===== src/rtl/dpc_pkg.sv =====
package dpc_pkg;

  typedef enum logic [1:0] {
    OP_CONV = 2'd0,
    OP_ON   = 2'd1,
    OP_OFF  = 2'd2
  } op_e;

  localparam logic [1:0] MODE_SEG8 = 2'd2;
  localparam logic [1:0] MODE_CODE = 2'd3;
  localparam logic [3:0] BLANK_CODE = 4'hF;
  localparam logic [3:0] FULL_CODE  = 4'h8;

  // bit0 = a ... bit6 = g, bit7 = point
  function automatic logic [7:0] seg_font(input logic [3:0] n);
    logic [7:0] s;
    case (n)
      4'h0: s = 8'h3F;
      4'h1: s = 8'h06;
      4'h2: s = 8'h5B;
      4'h3: s = 8'h4F;
      4'h4: s = 8'h66;
      4'h5: s = 8'h6D;
      4'h6: s = 8'h7D;
      4'h7: s = 8'h27;
      4'h8: s = 8'h7F;
      4'h9: s = 8'h6F;
      4'hA: s = 8'h40;
      4'hB: s = 8'h79;
      4'hC: s = 8'h76;
      4'hD: s = 8'h58;
      4'hE: s = 8'h78;
      default: s = 8'h00;
    endcase
    return s;
  endfunction

endpackage


===== src/rtl/dpc_ctrl.sv =====
module dpc_ctrl
  import dpc_pkg::*;
#(
  parameter int unsigned MAX_CHARS = 64,
  localparam int unsigned PTR_W = $clog2(MAX_CHARS),
  localparam int unsigned LEN_W = $clog2(MAX_CHARS + 1)
) (
  input  logic             clk_i,
  input  logic             rst_ni,
  input  logic             start_i,
  input  logic [1:0]       mode_i,
  input  logic [PTR_W-1:0] src_ptr_i,
  input  logic [LEN_W-1:0] len_i,
  input  logic [PTR_W-1:0] dst_ptr_i,
  input  logic             en_i,
  input  logic             all_off_i,
  input  logic             all_on_i,
  input  logic             nz_i,
  output logic             busy_o,
  output logic             done_o,
  output logic             err_o,
  output logic             we_o,
  output logic             suppress_o,
  output logic [PTR_W-1:0] idx_o,
  output logic [PTR_W-1:0] src_ptr_o,
  output logic [PTR_W-1:0] dst_ptr_o,
  output logic [1:0]       mode_o,
  output op_e              op_o
);

  logic             busy_q, done_q, err_q, seen_q;
  logic [PTR_W-1:0] idx_q, src_q, dst_q;
  logic [1:0]       mode_q;
  op_e              op_q, op_d;
  logic [LEN_W:0]   s_end, d_end;
  logic             bad, idle_nop, accept;

  always_comb begin
    s_end = {1'b0, LEN_W'(src_ptr_i)} + {1'b0, len_i};
    d_end = {1'b0, LEN_W'(dst_ptr_i)} + {1'b0, len_i};
    bad   = !mode_i[1] || (len_i == '0) || (len_i > LEN_W'(MAX_CHARS))
         || (s_end > (LEN_W+1)'(MAX_CHARS)) || (d_end > (LEN_W+1)'(MAX_CHARS));
    idle_nop = !en_i && !all_on_i && !all_off_i;
    accept   = start_i && !busy_q;
    if (all_on_i)       op_d = OP_ON;
    else if (all_off_i) op_d = OP_OFF;
    else                op_d = OP_CONV;
  end

  always_ff @(posedge clk_i or negedge rst_ni) begin
    if (!rst_ni) begin
      busy_q <= 1'b0;
      done_q <= 1'b0;
      err_q  <= 1'b0;
      seen_q <= 1'b0;
      idx_q  <= '0;
      src_q  <= '0;
      dst_q  <= '0;
      mode_q <= '0;
      op_q   <= OP_CONV;
    end else begin
      done_q <= 1'b0;
      err_q  <= 1'b0;
      if (accept) begin
        if (bad) begin
          done_q <= 1'b1;
          err_q  <= 1'b1;
        end else if (idle_nop) begin
          done_q <= 1'b1;
        end else begin
          busy_q <= 1'b1;
          idx_q  <= PTR_W'(len_i - LEN_W'(1));
          src_q  <= src_ptr_i;
          dst_q  <= dst_ptr_i;
          mode_q <= mode_i;
          op_q   <= op_d;
          seen_q <= 1'b0;
        end
      end else if (busy_q) begin
        if (nz_i) seen_q <= 1'b1;
        if (idx_q == '0) begin
          busy_q <= 1'b0;
          done_q <= 1'b1;
        end else begin
          idx_q <= idx_q - PTR_W'(1);
        end
      end
    end
  end

  // walk runs from the most significant character down, so a zero is
  // leading exactly when no nonzero character has been met yet
  assign suppress_o = (op_q == OP_CONV) && (mode_q == MODE_CODE) && !seen_q
                   && !nz_i && (idx_q != '0);
  assign busy_o    = busy_q;
  assign done_o    = done_q;
  assign err_o     = err_q;
  assign we_o      = busy_q;
  assign idx_o     = idx_q;
  assign src_ptr_o = src_q;
  assign dst_ptr_o = dst_q;
  assign mode_o    = mode_q;
  assign op_o      = op_q;

endmodule


===== src/rtl/dpc_pattern.sv =====
module dpc_pattern
  import dpc_pkg::*;
#(
  parameter int unsigned WORD_W    = 16,
  parameter int unsigned MAX_CHARS = 64,
  localparam int unsigned PTR_W  = $clog2(MAX_CHARS),
  localparam int unsigned NSEL_W = $clog2(WORD_W / 4),
  localparam int unsigned SRC_AW = PTR_W - NSEL_W
) (
  input  logic [PTR_W-1:0]  src_ptr_i,
  input  logic [PTR_W-1:0]  idx_i,
  input  logic [1:0]        mode_i,
  input  op_e               op_i,
  input  logic              suppress_i,
  output logic [SRC_AW-1:0] src_addr_o,
  input  logic [WORD_W-1:0] src_data_i,
  output logic              nz_o,
  output logic [7:0]        pat_o
);

  logic [PTR_W-1:0]  cidx;
  logic [NSEL_W-1:0] sel;
  logic [3:0]        nib;
  logic              code_mode;

  assign cidx       = src_ptr_i + idx_i;
  assign sel        = cidx[NSEL_W-1:0];
  assign src_addr_o = cidx[PTR_W-1:NSEL_W];
  assign nib        = src_data_i[{sel, 2'b00} +: 4];
  assign nz_o       = (nib != 4'h0);
  assign code_mode  = (mode_i == MODE_CODE);

  always_comb begin
    unique case (op_i)
      OP_ON:   pat_o = code_mode ? {4'h0, FULL_CODE} : 8'hFF;
      OP_OFF:  pat_o = code_mode ? {4'h0, BLANK_CODE} : 8'h00;
      default: pat_o = code_mode ? {4'h0, (suppress_i ? BLANK_CODE : nib)}
                                 : seg_font(nib);
    endcase
  end

endmodule


===== src/rtl/dpc_dst_array.sv =====
module dpc_dst_array
  import dpc_pkg::*;
#(
  parameter int unsigned WORD_W    = 16,
  parameter int unsigned MAX_CHARS = 64,
  localparam int unsigned PTR_W  = $clog2(MAX_CHARS),
  localparam int unsigned DEPTH  = MAX_CHARS / (WORD_W / 8),
  localparam int unsigned AW     = $clog2(DEPTH),
  localparam int unsigned NSEL_W = $clog2(WORD_W / 4),
  localparam int unsigned BSEL_W = $clog2(WORD_W / 8)
) (
  input  logic              clk_i,
  input  logic              rst_ni,
  input  logic              we_i,
  input  logic [1:0]        mode_i,
  input  logic [PTR_W-1:0]  unit_i,
  input  logic [7:0]        pat_i,
  input  logic [AW-1:0]     rd_addr_i,
  output logic [WORD_W-1:0] rd_data_o
);

  logic [AW-1:0]     wr_addr;
  logic [WORD_W-1:0] wr_mask, wr_data;
  logic [DEPTH-1:0][WORD_W-1:0] words;

  always_comb begin
    if (mode_i == MODE_CODE) begin
      wr_addr = AW'(unit_i >> NSEL_W);
      wr_mask = WORD_W'(4'hF) << {unit_i[NSEL_W-1:0], 2'b00};
      wr_data = WORD_W'(pat_i[3:0]) << {unit_i[NSEL_W-1:0], 2'b00};
    end else begin
      wr_addr = AW'(unit_i >> BSEL_W);
      wr_mask = WORD_W'(8'hFF) << {unit_i[BSEL_W-1:0], 3'b000};
      wr_data = WORD_W'(pat_i) << {unit_i[BSEL_W-1:0], 3'b000};
    end
  end

  for (genvar w = 0; w < DEPTH; w++) begin : g_word
    logic [WORD_W-1:0] word_q;
    always_ff @(posedge clk_i or negedge rst_ni) begin
      if (!rst_ni)                                  word_q <= '0;
      else if (we_i && (wr_addr == AW'(w)))         word_q <= (word_q & ~wr_mask) | (wr_data & wr_mask);
    end
    assign words[w] = word_q;
  end

  assign rd_data_o = words[rd_addr_i];

endmodule


===== src/rtl/dpc_engine.sv =====
module dpc_engine
  import dpc_pkg::*;
#(
  parameter int unsigned WORD_W    = 16,
  parameter int unsigned MAX_CHARS = 64,
  localparam int unsigned PTR_W  = $clog2(MAX_CHARS),
  localparam int unsigned LEN_W  = $clog2(MAX_CHARS + 1),
  localparam int unsigned SRC_AW = PTR_W - $clog2(WORD_W / 4),
  localparam int unsigned DST_AW = $clog2(MAX_CHARS / (WORD_W / 8))
) (
  input  logic              clk_i,
  input  logic              rst_ni,
  input  logic              start_i,
  input  logic [1:0]        mode_i,
  input  logic [PTR_W-1:0]  src_ptr_i,
  input  logic [LEN_W-1:0]  len_i,
  input  logic [PTR_W-1:0]  dst_ptr_i,
  input  logic              en_i,
  input  logic              all_off_i,
  input  logic              all_on_i,
  output logic [SRC_AW-1:0] src_addr_o,
  input  logic [WORD_W-1:0] src_data_i,
  input  logic [DST_AW-1:0] rd_addr_i,
  output logic [WORD_W-1:0] rd_data_o,
  output logic              busy_o,
  output logic              done_o,
  output logic              err_o
);

  logic             dst_we, suppress, nz;
  logic [PTR_W-1:0] idx, src_base, dst_base, dst_unit;
  logic [1:0]       run_mode;
  op_e              run_op;
  logic [7:0]       pat;

  dpc_ctrl #(.MAX_CHARS(MAX_CHARS)) u_ctrl (
    .clk_i      (clk_i),
    .rst_ni     (rst_ni),
    .start_i    (start_i),
    .mode_i     (mode_i),
    .src_ptr_i  (src_ptr_i),
    .len_i      (len_i),
    .dst_ptr_i  (dst_ptr_i),
    .en_i       (en_i),
    .all_off_i  (all_off_i),
    .all_on_i   (all_on_i),
    .nz_i       (nz),
    .busy_o     (busy_o),
    .done_o     (done_o),
    .err_o      (err_o),
    .we_o       (dst_we),
    .suppress_o (suppress),
    .idx_o      (idx),
    .src_ptr_o  (src_base),
    .dst_ptr_o  (dst_base),
    .mode_o     (run_mode),
    .op_o       (run_op)
  );

  dpc_pattern #(.WORD_W(WORD_W), .MAX_CHARS(MAX_CHARS)) u_pat (
    .src_ptr_i  (src_base),
    .idx_i      (idx),
    .mode_i     (run_mode),
    .op_i       (run_op),
    .suppress_i (suppress),
    .src_addr_o (src_addr_o),
    .src_data_i (src_data_i),
    .nz_o       (nz),
    .pat_o      (pat)
  );

  assign dst_unit = dst_base + idx;

  dpc_dst_array #(.WORD_W(WORD_W), .MAX_CHARS(MAX_CHARS)) u_dst (
    .clk_i     (clk_i),
    .rst_ni    (rst_ni),
    .we_i      (dst_we),
    .mode_i    (run_mode),
    .unit_i    (dst_unit),
    .pat_i     (pat),
    .rd_addr_i (rd_addr_i),
    .rd_data_o (rd_data_o)
  );

endmodule


===== config.mk =====
export PLATFORM = sky130hd
export DESIGN_NAME = dpc_engine
export DESIGN_NICKNAME = d
export VERILOG_FILES = /design/src/rtl/dpc_pkg.sv /design/src/rtl/dpc_ctrl.sv /design/src/rtl/dpc_pattern.sv /design/src/rtl/dpc_dst_array.sv /design/src/rtl/dpc_engine.sv
export SDC_FILE = /design/constraint.sdc
export NUM_CORES = 1
export LEC_CHECK = 0
export BUFFER_PORTS_ARGS = -buffer_cell sky130_fd_sc_hd__buf_4
export CORE_ASPECT_RATIO = 0.75
export CORE_MARGIN = 5
export CORE_UTILIZATION = 40
export DETAILED_ROUTE_END_ITERATION = 8
export PLACE_DENSITY_LB_ADDON = 0.3
export SYNTH_ARGS = -nofsm -noshare
export SYNTH_HDL_FRONTEND = slang
export SYNTH_HIERARCHICAL = 1
export SYNTH_SLANG_ARGS = --single-unit

===== constraint.sdc =====
create_clock -name clk_i -period 8.1 [get_ports clk_i]
set_input_delay 0.81 -clock clk_i [delete_from_list [all_inputs] [get_ports clk_i]]
set_output_delay 0.81 -clock clk_i [all_outputs]
set_load 0.01 [all_outputs]

; Word level (Yosys, flattened, before mapping)
; Memories as Yosys holds them, arrays and structs flattened.
; Cells that the tools add are included.
[word_totals]
rom_bits = 112
ff_bits = 538
n_memories = 1
inputBits = 48
[op_classes]
mux = 34
eq_ne = 37
add_sub_neg = 6
shift = 5
n_bitwise = 68
reduce_logical = 62
order_cmp = 4
[mem_list]
columns = name, words, width, read_ports, rd_clocked_by_memory_dff, write_ports, line
row1 = (name not given), 16, 7, 1, 0, 0, dpc_pkg.sv:17  ; case (n)
[op_table]
columns = operator, count
row1 = $and A16 B16 Y16, 33
row2 = $or A16 B16 Y16, 32
row3 = $bmux W16 S5, 1
row4 = $eq A5 B5 Y1 const B, 16
row5 = $mux W16, 3
row6 = $eq A5 B4 Y1 const B, 8
row7 = $logic_and A1 B1 Y1, 39
row8 = $mux W6, 5
row9 = $eq A5 B3 Y1 const B, 4
row10 = $mux W1, 17
row11 = $add A6 B7 Y8, 2
row12 = $gt A8 B7 Y1 const B, 2
row13 = $mux W8, 2
row14 = $not A16 Y16, 1
row15 = $pmux W8 S2, 1
row16 = $shiftx A16 B5 Y4, 1
row17 = $shl A4 B4 Y16, 1
row18 = $shl A4 B4 Y16 const A, 1
row19 = $shl A8 B4 Y16, 1
row20 = $shl A8 B4 Y16 const A, 1
row21 = $add A6 B6 Y6, 2
row22 = $sub A6 B1 Y6 const B, 2
row23 = $eq A5 B2 Y1 const B, 2
row24 = $mux W4, 2
row25 = 22 further kinds, 37

; Longest topological paths before layout
; Gate-level depths: netlist of the first run.
[logic_depth]
word_depth = 13
mapped_depth = 15
depth_no_buf = 14

; Cells and area by module
; Netlist of the first run, hierarchy kept.
[by_module_without_submodules]
columns = mod, cells_each, area_each_um2, n_inst, seq_area_each_um2
row1 = dpc_dst_array, 1934, 24482.2, 1, 12812.3
row2 = dpc_ctrl, 191, 1874.3, 1, 650.6
row3 = dpc_pattern, 88, 765.7, 1, 0.0
row4 = dpc_engine, 19, 186.4, 1, 0.0

; Worst setup path before layout of the first run
; No wires, ideal clock.
[synth_path]
path_type = flip-flop to flip-flop
startpoint = reg u_ctrl.idx_q[0] (netlist: u_ctrl/idx_o[0])
endpoint = reg (tool-made name)
path_buffers = 1
slack_ns = 3.932
arrival_time_ns = 4.103
stages_incl_launch_ff = 16
setup_time_ns = 0.065
required_ns = 8.035
path_cell_list = dfrtp_1 -> ha_1 -> fa_1 -> mux4_1 -> inv_1 -> ha_1 -> inv_1 -> or3_1 -> nor4_1 -> nor3_1 -> a22o_1 -> a21oi_1 -> nand2_1 -> a21boi_0 -> clkbuf_1 -> mux2_2
[synth_rtl]
columns = element, line
row1 = start: declaration, dpc_ctrl.sv:32  ; logic [PTR_W-1:0] idx_q, src_q, dst_q;
row2 = start signal: assignment, dpc_ctrl.sv:72  ; idx_q <= PTR_W'(len_i - LEN_W'(1));
row3 = start signal: assignment, dpc_ctrl.sv:85  ; idx_q <= idx_q - PTR_W'(1);

==> results of run 1 <==
==> cell type report <==
cell class                 count  share of cell area (%)
clock inverter                15                  0.7764
inverter                      18                  0.2218
tap                          892                   3.664
clock buffer                  85                   5.311
timing repair buffer         105                   2.760
multi-input combinational   1517                   43.07
sequential                   538                   44.20
==> layout by cell type (no fill, tap or decap), types with 35 or more instances in the layout <==
cell type / n
mux2i_1: 263
mux2_2: 469
nand3_1: 44
clkbuf_16: 54
dfrtp_1: 538
buf_4: 100
a22oi_1: 68
nor2_1: 63
a21oi_1: 63
nand2_1: 126
o21ai_0: 54
a22o_1: 35
nor3_1: 40
==> kinds of logic after synthesis <==
group / after synthesis / share of synthesized area, %
AOI/OAI and AO/OA: 318 / 7.954
buffers and inverters: 177 / 2.928
and+or+nand+nor: 402 / 7.725
xor gates and xnor gates: 19 / 0.6369
adders and majority gates: 34 / 1.668
DFF: 538 / 49.30
muxes: 744 / 29.79
==> through the flow <==
stage | cell area [um2] | utilization [%] | setup WS (ps) | total power, W
CTS | 30460 | 44.78 | 2457 | 0.01230
detailed placement | 28600 | 42.05 | 2470 | 0.009653
floorplan | 27310 | - | 3932 | 0.007782
global placement | 28600 | 42.05 | 2744 | 0.009433
global route | 30460 | 44.78 | 2095 | 0.01299
finish | 30460 | 44.78 | 2412 | 0.01226
==> path summary, 6_finish.rpt <==
check,end,depth (start not counted)
hold reg to reg,flip-flop,2
hold / removal,async pin,1
max in group asynchronous,async pin,3
setup reg to reg,flip-flop,15
setup / recovery,flip-flop,15
min in group clk_i,u_ctrl/err_o,2
==> power by group through the flow <==
| stage | Clock (W) | Sequential, W | Combinational [W] |
|---|---|---|---|
| finish | 0.00260 | 0.00406 | 0.00560 |
| global route | 0.00277 | 0.00417 | 0.00604 |
| CTS | 0.00267 | 0.00406 | 0.00557 |
| detailed placement | 0 | 0.00411 | 0.00554 |
| global placement | 0 | 0.00405 | 0.00538 |
| floorplan | 0 | 0.00394 | 0.00384 |
==> per-layer routing <==
| metal | part of all wire [%] | track usage, % | vias to the layer above |
|---|---|---|---|
| met5 | 0 | 0 | - |
| met4 | 2.3 | 4.721 | 0 |
| met3 | 5.6 | 3.478 | 103 |
| met2 | 45 | 29.96 | 466 |
| met1 | 47 | 28.24 | 9434 |
| li1 | - | - | 8160 |
==> out/summary.txt, run 1 <==
outcome: complete, but fails checks
failing checks: max-capacitance violations
vias in the first global route: 18929
hold buffers post-CTS: 0
Post-synth ARST share: 100.0%
DRC viols: 0
DP HPWL: 46.18 mm
hold crit path type: in -> async
max incr delay on CP: 960 ps
TritonCTS clock tree: done
Setup crit end kind: flip-flop
Max Buffers Root-to-Sink: 3
Final #Nets: 2316
fin crit share: 70.22%
Port Buffers: 70
vias: 18163
CTS clk-pin slew, worst paths: 60 ps
TritonCTS Buffers: 54
Via density: 5.730
Leak: 14.34 nW
CP Data Required Time: 8640 ps
syn_area_per_cell: 12.24 um2
Layout area overhead: 11.54%
Seq/Total Area, Yosys: 49.30%
Layout Skew: 30.73 ps
Post-synth top cells: dfrtp_1 (538), mux2_2 (469), mux2i_1 (263), nand2_1 (127), clkbuf_1 (84)
Synth top area share: 49.30%
I/O pins: 71
Max IR drop VDD: 0.8533 mV
power share of the sequential group: 33.1%
unrepaired setup endpoints after global routing: false
Site Rows: 83
switching share of power: 42.67%
Die Width: 311.7 um
Yosys cell types: 92
most frequent cell after synthesis: dfrtp_1
Post-CTS Resized: 0
ys flop type: dfrtp_1
routed len/inst: 22.69 um
Die Y-Extent: 236.3 um
Slew headroom: 1.835%
Gate Count Post-Synth: 2232
Root Buffer: clkbuf_16
worst setup path class: reg -> reg
Worst Tran Pin Value: 1464 ps
Worst EP arrival: 6230 ps
combinational cell fraction of total power: 45.7%
Congestion Overflow GR: 0
maximum fanout along the worst path: 66
initial core utilization: 40.15%
FF-to-FF setup slack: 2410 ps
largest net degree at the start of global routing: 177
post-route ant nets: 0
Cell Int Power: 0.007031 W
Filler Cell Count: 6077
Tot GR Track Use: 19.31%
setup TNS: 0 ps
Post-Layout Cell Count: 3170
postcts setup bufs: 0
count of flip-flops with a built-in enable after synthesis: 0
Slowest cell on crit path: a21boi_2
Clk Latency, worst-skew pair: 620 ps
Worst Setup SP: u_ctrl/idx_o[0]
ant diodes: 0
CP bufs+invs: 3
1st-iter DRT viols: 1406
WHS: 224.9 ps
Post-Syn Area: 27310 um2
antenna violations before repair: 1
DRT Pass-1 Iters: 5
worst r2r src: u_ctrl/idx_o[0]
Total Wirelength: 71.94 mm
CP Cell Sequence: ha_1, fa_1, mux4_1, inv_1, ha_1, inv_1, or3_1, nor4_1, o31a_1, a31oi_1, nand2_2, buf_4, nand2_1, a21boi_2, mux2_2
GP Congestion: 0.8508
top cells by area, synth: dfrtp_1 (49%), mux2_2 (19%), mux2i_1 (9.6%)
FF/Latch Area: 13460 um2
CTS Sinks: 538
count of pins over their slew limit: 0
syn_nets: 2314
CTS H-tree depth: 2
Synthesis Warnings: 6
sw power: 0.005233 W
Synth Register Bits: 538
Cell Pwr Density: 402.6 nW/um2
share of cells above drive strength 1: 31.96%
Clk pwr share: 21.2%
Final Hold Violating Endpoints: 0
die area: 73650 um2
final setup fails: 0
Fmax achieved: 175.8 MHz
Max-Cap Viols: 1
Final min period: 5688 ps
first-pass GRT wire length: 113.0 mm
core area: 68020 um2
Placed Cells: 3070
Yosys top cell by area: dfrtp_1
crit-path leading delay family: compound AO/OA/AOI/OAI gates
multi-input gate area in the final layout: 13120 um2
Worst setup SP type: flip-flop
Note: power is estimated with default switching activity, not from simulation.
==> inputs of run 2 (changes only) <==
==> constraint.sdc (replaced) <==
create_clock -name clk_i -period 4.94 [get_ports clk_i]
set_input_delay 0.494 -clock clk_i [delete_from_list [all_inputs] [get_ports clk_i]]
set_output_delay 0.494 -clock clk_i [all_outputs]
set_load 0.01 [all_outputs]
==> run 2 against run 1 <==
The flow now finishes without violations. Clock skew rose by 9.7 ps. Combinational power grew 67%. Final area grew 0.83%. Fmax grew 25%. Worst setup slack lost 2000 ps. Sequential power increased by 64%. First-iteration DRC count fell by 0.85%. Non-clock buffer count increased by 25. Count of clock-buffer cells in the layout is 16 lower. Critical path type unchanged.
==> out/summary.txt, run 2 (synthesis gave the netlist of run 1 again) <==
outcome: complete, no violations
Filler Cell Count: 6052
Max IR drop VDD: 0.9638 mV
Slew headroom: 32.21%
Clk pwr share: 21.1%
Root Buffer: clkbuf_16
vias in the first global route: 19188
setup TNS: 0 ps
power share of the sequential group: 32.8%
final setup fails: 0
initial core utilization: 40.15%
Congestion Overflow GR: 0
combinational cell fraction of total power: 46.1%
fin area: 30710 um2
Total Wirelength: 72.72 mm
ant diodes: 0
GP Congestion: 0.8395
Worst EP arrival: 5100 ps
Port Buffers: 70
Final #Nets: 2341
Worst R2R Path Depth: 13
multi-input gate area in the final layout: 13120 um2
Die Y-Extent: 236.3 um
sw power: 0.008733 W
Setup crit end kind: flip-flop
Final min period: 4560 ps
Layout Skew: 40.40 ps
share of cells above drive strength 1: 33.07%
CTS H-tree depth: 2
Tot GR Track Use: 19.55%
TritonCTS clock tree: done
DP HPWL: 48.12 mm
Clk Latency, worst-skew pair: 640 ps
CP Data Required Time: 5480 ps
overall power: 0.02035 W
unrepaired setup endpoints after global routing: false
I/O pins: 71
setup slack at placement: 230.0 ps
maximum fanout along the worst path: 64
Fmax achieved: 219.3 MHz
Max Buffers Root-to-Sink: 3
1st-iter DRT viols: 1394
core area: 68020 um2
Layout area overhead: 12.47%
Cell Int Power: 0.01161 W
antenna violations before repair: 0
DRC viols: 0
Via density: 5.694
WHS Path Cells: 2
first-pass GRT wire length: 114.5 mm
largest net degree at the start of global routing: 153
Post-Layout Cell Count: 3193
count of pins over their slew limit: 0
hold crit path type: in -> reg
Final Hold Violating Endpoints: 0
most frequent cells in the layout: dfrtp_1 (538), mux2_2 (469), mux2i_1 (263)
fin crit share: 92.30%
die area: 73650 um2
Placed Cells: 3094
vias: 18182
Worst setup SP type: flip-flop
TritonCTS Buffers: 54
CTS clk-pin slew, worst paths: 60 ps
Leak: 14.49 nW
routed len/inst: 22.77 um
worst setup path class: reg -> reg
Die Width: 311.7 um
CTS Sinks: 538
FF/Latch Area: 13460 um2
Post-DP Area: 28830 um2
Max-Cap Viols: 0
commonest non-fill, non-tap cell in the layout: dfrtp_1
post-route ant nets: 0
DRT Pass-1 Iters: 5
Worst Tran Pin Value: 1015 ps
Cell Pwr Density: 662.5 nW/um2
switching share of power: 42.92%
Site Rows: 83
worst setup margin: 380.4 ps
-- run 2: worst paths after layout --
path,start,end,slack [ps]
worst max-delay path,u_ctrl/idx_o[0],flip-flop,380
worst min-delay path,mode_i[1],u_ctrl/err_o,130
worst max register to register,u_ctrl/idx_o[0],flip-flop,380
worst min register to register,flip-flop,flip-flop,480
max in group asynchronous,rst_ni,async pin,2960
min in group asynchronous,rst_ni,async pin,510
-- run 2: routing by layer --
metal	track usage, %	wire (um)	vias to the layer above
met2	29.68	32180	410
met1	28.71	34530	9473
li1	-	-	8197
met3	4.093	4337	102
met5	0	0	-
met4	4.938	1679	0
-- run 2: cell type report --
type                            instances  share of cell area, %
Clock buffer                           69                  4.942
Tap cell                              892                  3.634
Multi-Input combinational cell       1517                  42.71
Timing Repair Buffer                  130                  3.520
Sequential cell                       538                  43.83
Clock inverter                         29                  1.145
Inverter                               18                 0.2200
-- run 2: critical path: stages, from the launching register on --
cell	delay, ps
dfrtp_1	430
ha_1	240
fa_1	600
mux4_1	460
inv_1	170
ha_1	170
inv_1	70
or3_1	410
nor4_2	470
nor3_1	130
a22o_1	280
a21oi_4	150
buf_4	600
mux2_2	290
-- run 2: power by group through the flow --
stage | registers, W | logic [W] | clock network [W]
final | 0.00667 | 0.00937 | 0.00430
after global routing | 0.00685 | 0.0101 | 0.00461
after CTS | 0.00666 | 0.00932 | 0.00442
after detailed placement | 0.00674 | 0.00927 | 0
after global placement | 0.00664 | 0.00899 | 0
after floorplan | 0.00646 | 0.00630 | 0
-- run 2: timing repair --
item | 4_1_cts | 5_1_grt
gates resized for setup | 0 | 1
setup buffers | 0 | 0
hold buffers | 1 | 0
setup endpoints to repair | 0 | 102
hold endpoints to repair | 91 | 0
-- run 2: stage by stage --
step / hold WS (ps) / util, %
floorplan: 198.4 / -
global placement: 460.5 / 42.38
detailed placement: 470.5 / 42.38
CTS: 89.81 / 45.14
global route: 118.3 / 45.15
finish: 126.4 / 45.15
==> inputs of run 3 (changes only) <==
==> constraint.sdc (replaced) <==
create_clock -name clk_i -period 4.94 [get_ports clk_i]
set_input_delay 0.494 -clock clk_i [delete_from_list [all_inputs] [get_ports clk_i]]
set_output_delay 0.494 -clock clk_i [all_outputs]
set_load 0.1 [all_outputs]
==> run 3 against run 2 <==
Final area hardly changed. Critical path depth stayed put. Die area unchanged. Fmax increased by 1.3%. Clock skew fell by 15 ps.
==> out/summary.txt, run 3 (synthesis gave the netlist of run 1 again) <==
FF/Latch Area: 13460 um2
Final #Nets: 2343
Cell Int Power: 0.01160 W
post-route ant nets: 0
count of pins over their slew limit: 0
Leak: 14.48 nW
CTS H-tree depth: 2
Max Buffers Root-to-Sink: 3
FF-to-FF setup slack: 440 ps
largest net degree at the start of global routing: 117
Hold Path End: u_ctrl/err_o
Worst Tran Pin Value: 1112 ps
initial core utilization: 40.15%
Tot GR Track Use: 19.27%
worst r2r src: u_ctrl/idx_o[0]
outcome: complete, no violations
Die Y-Extent: 236.3 um
DP HPWL: 48.18 mm
vias: 18375
CTS clk-pin slew, worst paths: 60 ps
sw power: 0.009337 W
multi-input gate area in the final layout: 13120 um2
Clk pwr share: 20.1%
combinational cell fraction of total power: 48.1%
routed len/inst: 22.64 um
Via density: 5.751
final setup fails: 0
postcts setup bufs: 0
ant diodes: 0
core area: 68020 um2
most frequent cells in the layout: dfrtp_1 (538), mux2_2 (469), mux2i_1 (263)
Placed Cells: 3095
first-pass GRT wire length: 113.0 mm
vias in the first global route: 18937
commonest non-fill, non-tap cell in the layout: dfrtp_1
Layout Skew: 25.55 ps
Total Wirelength: 72.34 mm
Final Hold Violating Endpoints: 0
Layout area overhead: 12.43%
antenna violations before repair: 0
Site Rows: 83
Setup crit end kind: flip-flop
Slew headroom: 25.88%
hold crit path type: in -> reg
DRT Pass-1 Iters: 5
CTS Sinks: 538
Final min period: 4502 ps
maximum fanout along the worst path: 64
Filler Cell Count: 6101
Fmax achieved: 222.1 MHz
die area: 73650 um2
Cell Pwr Density: 682.0 nW/um2
Hold Path Origin: mode_i[1]
TritonCTS Buffers: 55
setup TNS: 0 ps
Congestion Overflow GR: 0
Post-Layout Cell Count: 3195
DRC viols: 0
GP Congestion: 0.8338
switching share of power: 44.59%
share of cells above drive strength 1: 32.48%
power share of the sequential group: 31.8%
Root Buffer: clkbuf_16
TritonCTS clock tree: done
1st-iter DRT viols: 1326
Die Width: 311.7 um
unrepaired setup endpoints after global routing: false
Worst setup SP type: flip-flop
final core utilization: 45.14%
Port Buffers: 70
WHS Path Cells: 2
Max-Cap Viols: 0
Max IR drop VDD: 0.8177 mV
I/O pins: 71
worst setup path class: reg -> reg
fin crit share: 91.13%
Worst R2R Path Depth: 13
CP Data Required Time: 5470 ps
Worst EP arrival: 5030 ps
Clk Latency, worst-skew pair: 630 ps
-- run 3: how the worst max path moves through the flow --
| stage | startpoint | end | slack [ps] | depth (start not counted) |
|---|---|---|---|---|
| 3_5_place_dp | u_ctrl/idx_o[0] | flip-flop | 330 | 15 |
| 6_report | u_ctrl/idx_o[0] | flip-flop | 440 | 13 |
| 3_3_place_gp | u_ctrl/idx_o[0] | flip-flop | 500 | 15 |
| 2_1_floorplan | u_ctrl/idx_o[0] | flip-flop | 770 | 15 |
| 4_1_cts | u_ctrl/idx_o[0] | flip-flop | 270 | 15 |
| 5_1_grt | u_ctrl/idx_o[0] | flip-flop | 140 | 15 |
-- run 3: power by group through the flow --
stage	logic [W]	clock network, W	registers, W
3_5_place_dp	0.00994	0	0.00674
6_report	0.0101	0.00421	0.00667
3_3_place_gp	0.00967	0	0.00665
2_1_floorplan	0.00689	0	0.00652
4_1_cts	0.00998	0.00433	0.00666
5_1_grt	0.0107	0.00453	0.00684
-- run 3: per-stage QoR --
step / cell area [um2] / total power (W) / worst slack (ps) / hold WS (ps)
2_1_floorplan: 27310 / 0.01341 / 772.0 / 198.4
3_3_place_gp: 28860 / 0.01631 / 503.1 / 459.8
5_1_grt: 30700 / 0.02211 / 138.4 / 102.7
3_5_place_dp: 28860 / 0.01668 / 332.8 / 470.1
4_1_cts: 30700 / 0.02097 / 274.5 / 80.37
6_report: 30700 / 0.02094 / 438.3 / 110.1
-- run 3: cell type report --
type	instances	area share (%)
flip-flops and latches	538	43.85
multi-input cells	1517	42.72
clock buffers	85	5.208
well taps	892	3.635
repair buffers	131	3.627
clock inverters	14	0.7417
inverters	18	0.2201
-- run 3: worst max-delay path: stages (launching register included) --
cell	delay, ps
dfrtp_1	420
ha_1	230
fa_1	610
mux4_1	460
inv_1	160
ha_1	170
inv_1	60
or3_1	410
nor4_2	510
o31a_1	250
a31oi_1	110
nand2_2	140
buf_4	580
mux2_2	290
-- run 3: routing by layer --
metal	track usage, %	wire length, um
met1	28.47	34300
met2	29.31	32270
met3	3.838	4384
met4	4.653	1388
met5	0	0
-- run 3: what timing repair did --
item,in CTS,in global routing
setup endpoints to repair,0,282
hold buffers,1,0
hold endpoints to repair,75,0
gates resized for setup,0,1
